### src/rtl/isc_pkg.sv
package isc_pkg;

    localparam int STAT_W   = 32;
    localparam int TOP_W    = 10;
    localparam int SUB_W    = 6;
    localparam int IDX_W    = 16;
    localparam int MIR_W    = 13;
    localparam int ACLR_W   = 12;
    localparam int ADDR_W   = 2;
    localparam int SUB_LO   = 13;
    localparam int SUM_BIT  = 12;
    localparam int MIR_LO   = SUB_LO + SUB_W;
    localparam int RSV_W    = SUM_BIT - TOP_W;

    // latched bits that flag unrecoverable errors
    localparam logic [TOP_W-1:0] FATAL_SEL = 10'b10_0100_1000;

    typedef enum logic [ADDR_W-1:0] {
        A_STAT  = 2'd0,
        A_MASK  = 2'd1,
        A_ACLR  = 2'd2,
        A_ALIAS = 2'd3
    } reg_addr_e;

    typedef struct packed {
        logic [MIR_W-1:0] mirror;
        logic [SUB_W-1:0] sub;
        logic             summary;
        logic [RSV_W-1:0] rsv;
        logic [TOP_W-1:0] top;
    } status_t;

    function automatic status_t build_status(
        input logic [IDX_W-1:0] cidx,
        input logic [SUB_W-1:0] sub,
        input logic             sum,
        input logic [TOP_W-1:0] top
    );
        status_t s;
        s.mirror  = cidx[IDX_W-1 -: MIR_W];
        s.sub     = sub;
        s.summary = sum;
        s.rsv     = '0;
        s.top     = top;
        return s;
    endfunction

    // interrupt source view: summary, reserved and mirror positions forced to 0
    function automatic logic [STAT_W-1:0] irq_sources(
        input logic [SUB_W-1:0] sub,
        input logic [TOP_W-1:0] top
    );
        status_t s;
        s.mirror  = '0;
        s.sub     = sub;
        s.summary = 1'b0;
        s.rsv     = '0;
        s.top     = top;
        return s;
    endfunction

endpackage

### src/rtl/isc_event_latch.sv
module isc_event_latch #(
    parameter int W = isc_pkg::TOP_W
) (
    input  logic         clk,
    input  logic         rst,
    input  logic [W-1:0] evt_i,
    input  logic [W-1:0] clr_i,
    output logic [W-1:0] lat_o
);

    for (genvar i = 0; i < W; i++) begin : g_bit
        logic q;
        always_ff @(posedge clk) begin
            if (rst)
                q <= 1'b0;
            else
                q <= (q & ~clr_i[i]) | evt_i[i];
        end
        assign lat_o[i] = q;
    end

    AST_EVT_KEPT: assert property (@(posedge clk) disable iff (rst)
        (|evt_i) |=> ((lat_o & $past(evt_i)) == $past(evt_i)));

    AST_FULL_CLEAR: assert property (@(posedge clk) disable iff (rst)
        ((&clr_i) && !(|evt_i)) |=> (lat_o == '0));

    AST_SET_HOLDS: assert property (@(posedge clk) disable iff (rst)
        (clr_i == '0) |=> ((lat_o & $past(lat_o)) == $past(lat_o)));

endmodule

### src/rtl/isc_cfg_regs.sv
module isc_cfg_regs
    import isc_pkg::*;
#(
    parameter int DW = STAT_W,
    parameter int CW = ACLR_W
) (
    input  logic              clk,
    input  logic              rst,
    input  logic              wr_en,
    input  logic [ADDR_W-1:0] addr,
    input  logic [DW-1:0]     wdata,
    output logic [DW-1:0]     mask_o,
    output logic [CW-1:0]     aclr_o
);

    logic wr_mask, wr_aclr;
    assign wr_mask = wr_en && (reg_addr_e'(addr) == A_MASK);
    assign wr_aclr = wr_en && (reg_addr_e'(addr) == A_ACLR);

    always_ff @(posedge clk) begin
        if (rst) begin
            mask_o <= '1;
            aclr_o <= '0;
        end else begin
            if (wr_mask) mask_o <= wdata;
            if (wr_aclr) aclr_o <= wdata[CW-1:0];
        end
    end

    AST_MASK_HOLD: assert property (@(posedge clk) disable iff (rst)
        !wr_mask |=> $stable(mask_o));

    AST_ACLR_HOLD: assert property (@(posedge clk) disable iff (rst)
        !wr_aclr |=> $stable(aclr_o));

endmodule

### src/rtl/isc_irq_gen.sv
module isc_irq_gen #(
    parameter int W = isc_pkg::STAT_W
) (
    input  logic         clk,
    input  logic         rst,
    input  logic [W-1:0] src_i,
    input  logic [W-1:0] mask_i,
    output logic         irq_o
);

    logic [W-1:0] live;
    assign live = src_i & ~mask_i;

    always_ff @(posedge clk) begin
        if (rst)
            irq_o <= 1'b0;
        else
            irq_o <= |live;
    end

    AST_IRQ_LAG: assert property (@(posedge clk) disable iff (rst)
        ($countones(src_i & ~mask_i) != 0) |=> irq_o);

    AST_IRQ_DROP: assert property (@(posedge clk) disable iff (rst)
        ((src_i & ~mask_i) == '0) |=> !irq_o);

endmodule

### src/rtl/irq_status_ctrl.sv
module irq_status_ctrl
    import isc_pkg::*;
(
    input  logic              clk,
    input  logic              rst,
    input  logic [TOP_W-1:0]  ev_pulse,
    input  logic [SUB_W-1:0]  sub_status,
    input  logic [IDX_W-1:0]  tx_cidx,
    input  logic              reg_wr_en,
    input  logic              reg_rd_en,
    input  logic [ADDR_W-1:0] reg_addr,
    input  logic [STAT_W-1:0] reg_wdata,
    output logic [STAT_W-1:0] reg_rdata,
    output logic              irq,
    output logic              fatal
);

    logic [TOP_W-1:0]  lat;
    logic [TOP_W-1:0]  clr;
    logic [STAT_W-1:0] mask;
    logic [ACLR_W-1:0] aclr;
    logic [STAT_W-1:0] src;
    status_t           stat;
    reg_addr_e         ra;
    logic              unused_cfg;

    assign ra = reg_addr_e'(reg_addr);
    assign unused_cfg = ^aclr[ACLR_W-1:TOP_W];

    always_comb begin
        clr = '0;
        if (reg_rd_en) begin
            if (ra == A_STAT)
                clr = '1;
            else if (ra == A_ALIAS)
                clr = aclr[TOP_W-1:0];
        end
    end

    isc_event_latch #(.W(TOP_W)) u_latch (
        .clk   (clk),
        .rst   (rst),
        .evt_i (ev_pulse),
        .clr_i (clr),
        .lat_o (lat)
    );

    isc_cfg_regs #(.DW(STAT_W), .CW(ACLR_W)) u_cfg (
        .clk    (clk),
        .rst    (rst),
        .wr_en  (reg_wr_en),
        .addr   (reg_addr),
        .wdata  (reg_wdata),
        .mask_o (mask),
        .aclr_o (aclr)
    );

    assign src = irq_sources(sub_status, lat);

    isc_irq_gen #(.W(STAT_W)) u_irq (
        .clk    (clk),
        .rst    (rst),
        .src_i  (src),
        .mask_i (mask),
        .irq_o  (irq)
    );

    assign stat = build_status(tx_cidx, sub_status, irq, lat);

    always_comb begin
        unique case (ra)
            A_STAT, A_ALIAS: reg_rdata = stat;
            A_MASK:          reg_rdata = mask;
            A_ACLR:          reg_rdata = {{(STAT_W-ACLR_W){1'b0}}, aclr};
            default:         reg_rdata = '0;
        endcase
    end

    assign fatal = |(lat & FATAL_SEL);

    AST_ALIAS_KEEP: assert property (@(posedge clk) disable iff (rst)
        (reg_rd_en && ra == A_ALIAS) |=>
        ((lat & $past(lat & ~aclr[TOP_W-1:0])) == $past(lat & ~aclr[TOP_W-1:0])));

    AST_STAT_WR_NOP: assert property (@(posedge clk) disable iff (rst)
        (reg_wr_en && (ra == A_STAT || ra == A_ALIAS) && !reg_rd_en && ev_pulse == '0)
        |=> (lat == $past(lat)));

    AST_FATAL_SEEN: assert property (@(posedge clk) disable iff (rst)
        (|(ev_pulse & FATAL_SEL)) |=> fatal);

endmodule

### config.mk
export PLATFORM = sky130hd
export DESIGN_NAME = irq_status_ctrl
export DESIGN_NICKNAME = d
export VERILOG_FILES = /design/src/rtl/isc_pkg.sv /design/src/rtl/isc_event_latch.sv /design/src/rtl/isc_cfg_regs.sv /design/src/rtl/isc_irq_gen.sv /design/src/rtl/irq_status_ctrl.sv
export SDC_FILE = /design/constraint.sdc
export NUM_CORES = 1
export LEC_CHECK = 0
export CAP_MARGIN = 20
export CORE_MARGIN = 1.5
export CORE_UTILIZATION = 35
export DETAILED_ROUTE_END_ITERATION = 10
export GPL_TIMING_DRIVEN = 0
export PLACE_DENSITY = 0.66
export SLEW_MARGIN = 20
export SYNTH_ARGS = -nofsm -noshare
export SYNTH_HDL_FRONTEND = slang
export SYNTH_SLANG_ARGS = --single-unit
### constraint.sdc
create_clock -name clk -period 3.87 [get_ports clk]
set_input_delay 0.9675 -clock clk [delete_from_list [all_inputs] [get_ports clk]]
set_output_delay 0.9675 -clock clk [all_outputs]
set_load 0.005 [all_outputs]
## Yosys cells after proc, flatten, opt, wreduce, memory -nomap -nowiden

Cells that the tools add are included.

| cells by class | value |
|---|---|
| reduce and logical (&&, ||, !) cells | 6 |
| bitwise gates (word level) | 32 |
| equal/unequal tests | 3 |
| multiplexer cells | 4 |

Operators by type and width:

| kind | count |
|---|---|
| case mux 32 bit (3 select lines) | 1 |
| bitwise AND 19 x 32 -> 32 bit | 1 |
| NOT 32 bit | 1 |
| OR reduction 32 bit | 1 |
| two-way mux 10 bit | 3 |
| bitwise AND 1 bit | 10 |
| NOT 1 bit | 10 |
| OR 1 bit | 10 |
| equality test 2 bit, second input constant | 2 |
| OR reduction 3 bit | 1 |
| equality test 2 x 1 -> 1 bit, second input constant | 1 |
| logical AND 1 bit | 2 |
| zero test 2 bit | 1 |
| OR reduction 2 bit | 1 |

| word-level totals | value |
|---|---|
| bits in registers | 55 |
| output and inout port bits | 34 |
| bits of input ports | 70 |
| logic and storage cells | 58 |

## Logic depth before layout (Yosys ltp)

| depth | value |
|---|---|
| depth after elaboration | 7 |
| depth in mapped cells | 7 |
| gate-level depth less buffers | 6 |

## By module

From an unflattened synthesis, not the netlist that was laid out.

| unflattened totals | value |
|---|---|
| cells, all modules | 407 |
| area total of the unflattened synthesis | 3349.5 um^2 |

Modules (own cells, without submodules):

| module | cells each | area each (um^2) | instances | seq. area each (um^2) |
|---|---|---|---|---|
| isc_cfg_regs | 194 | 1869.3 | 1 | 880.8 |
| irq_status_ctrl | 108 | 656.9 | 1 | 0.0 |
| isc_event_latch | 51 | 549.3 | 1 | 200.2 |
| isc_irq_gen | 54 | 274.0 | 1 | 20.0 |

## Worst setup path before layout

OpenSTA, ideal clock, no wires.

| timing | value |
|---|---|
| path kind | input to output |
| from | input port reg_addr[0] |
| to | output port reg_rdata[12] |
| setup slack | 0.976 ns |
| buffers on the path | 2 |
| cell stages on the path | 6 |
| data required time | 2.903 ns |
| arrival time | 1.926 ns |
| cells stage by stage | inv_1 ha_1 clkbuf_1 clkbuf_1 nand3_1 o21ai_0 |

| between the ends | value |
|---|---|
| word-level cells in the longest chain between the ends | 3 |
| elaborated cells between the ends (all ways) | 6 |
| classes of those cells | 3 x eq/ne; 1 x mux; 2 x reduce/logical |

RTL lines:

| element | RTL line | text |
|---|---|---|
| from (decl) | irq_status_ctrl.sv:11 | `input logic [ADDR_W-1:0] reg_addr,` |
| equality test 2 bit or zero test 2 bit (tied branches) | irq_status_ctrl.sv:71 | `unique case (ra)` |
| OR reduction 2 bit | irq_status_ctrl.sv:71 |  |
| case mux 32 bit (3 select lines) * | irq_status_ctrl.sv:71 |  |
| to (decl) | irq_status_ctrl.sv:13 | `output logic [STAT_W-1:0] reg_rdata,` |

Mark *: on every way between the ends. The rest lies on a longest branch, timed or not.

## Final worst setup path

| timing | value |
|---|---|
| from | input port reg_addr[1] |
| to | output port reg_rdata[4] |

The elaborated chain is that of the path after synthesis.

==> results.sh <==
export IMPL_via_per_inst=5.212
export IMPL_layout_cells_non_filler=556
export IMPL_cts_buffer_depth=2
export IMPL_leakage_nw=1.758
export IMPL_diodes=0
export IMPL_die_area_um2=8321
export IMPL_path_cells="dlymetal6s2s_1 > inv_2 > ha_2 > buf_6 > buf_4 > a22oi_1 > a21oi_1 > clkdlybuf4s50_1"
export IMPL_placed_area_um2=3829
export IMPL_cts_buffers=5
export IMPL_first_pass_iters=4
export IMPL_synthCells=352
export IMPL_period_minus_slack_ps=3550
export IMPL_insertion_delay_ps=320
export IMPL_dr_total_vias=2898
export IMPL_post_route_period_util_pct=91.74
export IMPL_synth_most_common_cell="dfxtp_1"
export IMPL_holdBufCountCts=0
export IMPL_start_util_pct=36.77
export IMPL_dpl_hpwl_mm=6.409
export IMPL_min_path_type="reg -> reg"
export IMPL_fin_area_um2=4000
export IMPL_finish_utilization_pct=53.99
export IMPL_wl_per_cell_um=15.79
export IMPL_status="finished clean"
export IMPL_grt_setup_unrepaired="no"
export IMPL_synth_edf_count=0
export IMPL_ys_async_sr_fraction_pct=0
export IMPL_fmax_mhz=281.7
export IMPL_maxSlewViolCount=0
export IMPL_finalWorstSetupSlack_ps=319.5
export IMPL_grt_antenna_before_repair=0
export IMPL_slowest_delay_ps=530
export IMPL_ios=104
export IMPL_cts_root_buffer="clkbuf_8"
export IMPL_crit_required_ps=2900
export IMPL_yosysTopAreaCell="dfxtp_1"
export IMPL_worst_path_max_fanout=10
export IMPL_ys_seq_area_share_pct=40.42
export IMPL_cts_sinks=55
export IMPL_hold_viol=0
export IMPL_yosys_warnings=0
export IMPL_nets=530
export IMPL_fin_total_pwr_mw=1.293
export IMPL_critical_path_slowest_cell="clkdlybuf4s50_1"
export IMPL_core_area_um2=7408
export IMPL_yosysTopAreaCellShare_pct=40.42
export IMPL_chipHeight_um=91.22
export IMPL_post_place_ws_ps=-402.0
export IMPL_critPathBufInv=5
export IMPL_drc=0
export IMPL_grt_pass1_vias=2739
export IMPL_wirelength_mm=8.777
export IMPL_place_congestion=0.8341
export IMPL_hold_ws_ps=467.5
export IMPL_rows=31
export IMPL_final_setup_skew_ps=14.35
export IMPL_port_buffer_count=98
export IMPL_p_per_area_nw_per_um2=323.2
export IMPL_tns_ps=0
export IMPL_synth_main_ff_cell="dfxtp_1"
export IMPL_startpoint_type="input pin"
export IMPL_drive_gt1_share_pct=6.565
export IMPL_grt_first_pass_wirelength_mm=13.99
export IMPL_first_iter_violations=203
export IMPL_finalSetupViolCount=0
export IMPL_ys_top_cells_by_count="dfxtp_1 (55), a211o_1 (32), a21oi_1 (32), and3_1 (32), nand2_1 (31)"
export IMPL_relSlewSlack_pct=62.08
export IMPL_ant_nets=0
export IMPL_overflow=0
export IMPL_grt_total_usage_pct=20.95
export IMPL_cts_tree="yes"
export IMPL_dp_cells=549
export IMPL_ir_drop_v=0.0001791
export IMPL_grt_start_max_net_pins=19
export IMPL_worst_setup_path_end_kind="primary output"
export IMPL_clk_pin_slew_worst_paths_ps=100
export IMPL_synthesis_area_um2=2724
export IMPL_fp_dieW_um=91.22
export IMPL_cp_arrival_ps=2580
export IMPL_crit_type="in -> out"
export IMPL_worst_pin_slew_ps=568.8
export IMPL_synth_area_leaders="dfxtp_1 (40%), a211o_1 (10%), and3_1 (7.3%)"
export IMPL_syn_area_per_cell_um2=7.738
export IMPL_syn_num_nets=426
export IMPL_areaGrowthSynthToFinish_pct=46.85
export IMPL_critical_path_top_delay_family="buffers and inverters"
export IMPL_synth_seq_cells=55
export IMPL_synth_cell_types=24
export IMPL_cts_max_level=2
export IMPL_drv_cap=0
-- layout by cell type (no fill, tap or decap), drive strengths merged, types with 3 or more instances in the layout --
cell and count:
a211o 32, a21o 10, a21oi 32, a22oi 12, and3 32, buf 12
clkbuf 24, clkdlybuf4s50 95, dfxtp 55, dlymetal6s2s 3, ha 4, inv 31
nand2 32, nand2b 3, nand3 20, nor2 25, o21ai 20, o22ai 5
-- path summary, 6_finish.rpt --
check | to | slack, ps | from | cells after the start
hold reg to reg | u_cfg.aclr_o[11] | 470 | u_cfg.aclr_o[11] | 2
setup / recovery | reg_rdata[4] | 320 | reg_addr[1] | 8
hold / removal | u_cfg.aclr_o[11] | 470 | u_cfg.aclr_o[11] | 2
setup reg to reg | u_irq.irq_o | 2820 | u_latch.g_bit[1].q | 4
-- sequential cells by signal, indices dropped and copies added (netlist names) --
signal           flops
u_cfg.mask_o        32
u_irq.irq_o          1
u_latch.g_bit.q     10
u_cfg.aclr_o        12
-- routing by layer --
metal	track usage, %	vias to the layer above	part of all wire (%)
li1	-	1436	-
met1	29.64	1355	47
met2	33.21	97	46
met3	3.434	10	6.2
met4	4.818	0	1.0
met5	0	-	0
-- logic make-up after synthesis --
kind of cell    synth area share [%]
compound gates                 27.93
buf+inv                        9.049
fa+ha+maj                      1.837
simple gates                   20.76
flops                          40.42
-- final cells by class --
cell class	instances	area, um2
clock buffer	5	68.82
tap	99	123.9
sequential	55	1101
clock inverter	3	23.77
timing repair buffer	98	988.4
multi-input combinational	235	1394
inverter	30	112.6
buffer	31	187.7
fill	723	3408
-- tightest hold or removal path, cell delays in order (launching register included) --
cell and delay [ps]:
dfxtp_1 320, nand2_1 50, a21oi_1 50
-- power by group --
| part | internal (mW) | switching [mW] | leakage (nW) |
|---|---|---|---|
| combinational | 0.198 | 0.143 | 1.26 |
| sequential | 0.597 | 0.0212 | 0.453 |
| clock | 0.130 | 0.204 | 0.0408 |
| total | 0.924 | 0.369 | 1.76 |
-- what timing repair did --
action / CTS / global route
pin swaps: 1 / 1
endpoints found under the setup margin: 32 / 32
resized for setup: 22 / 10
buffers inserted: 0 / 0
(Power assumes the default switching activity.)
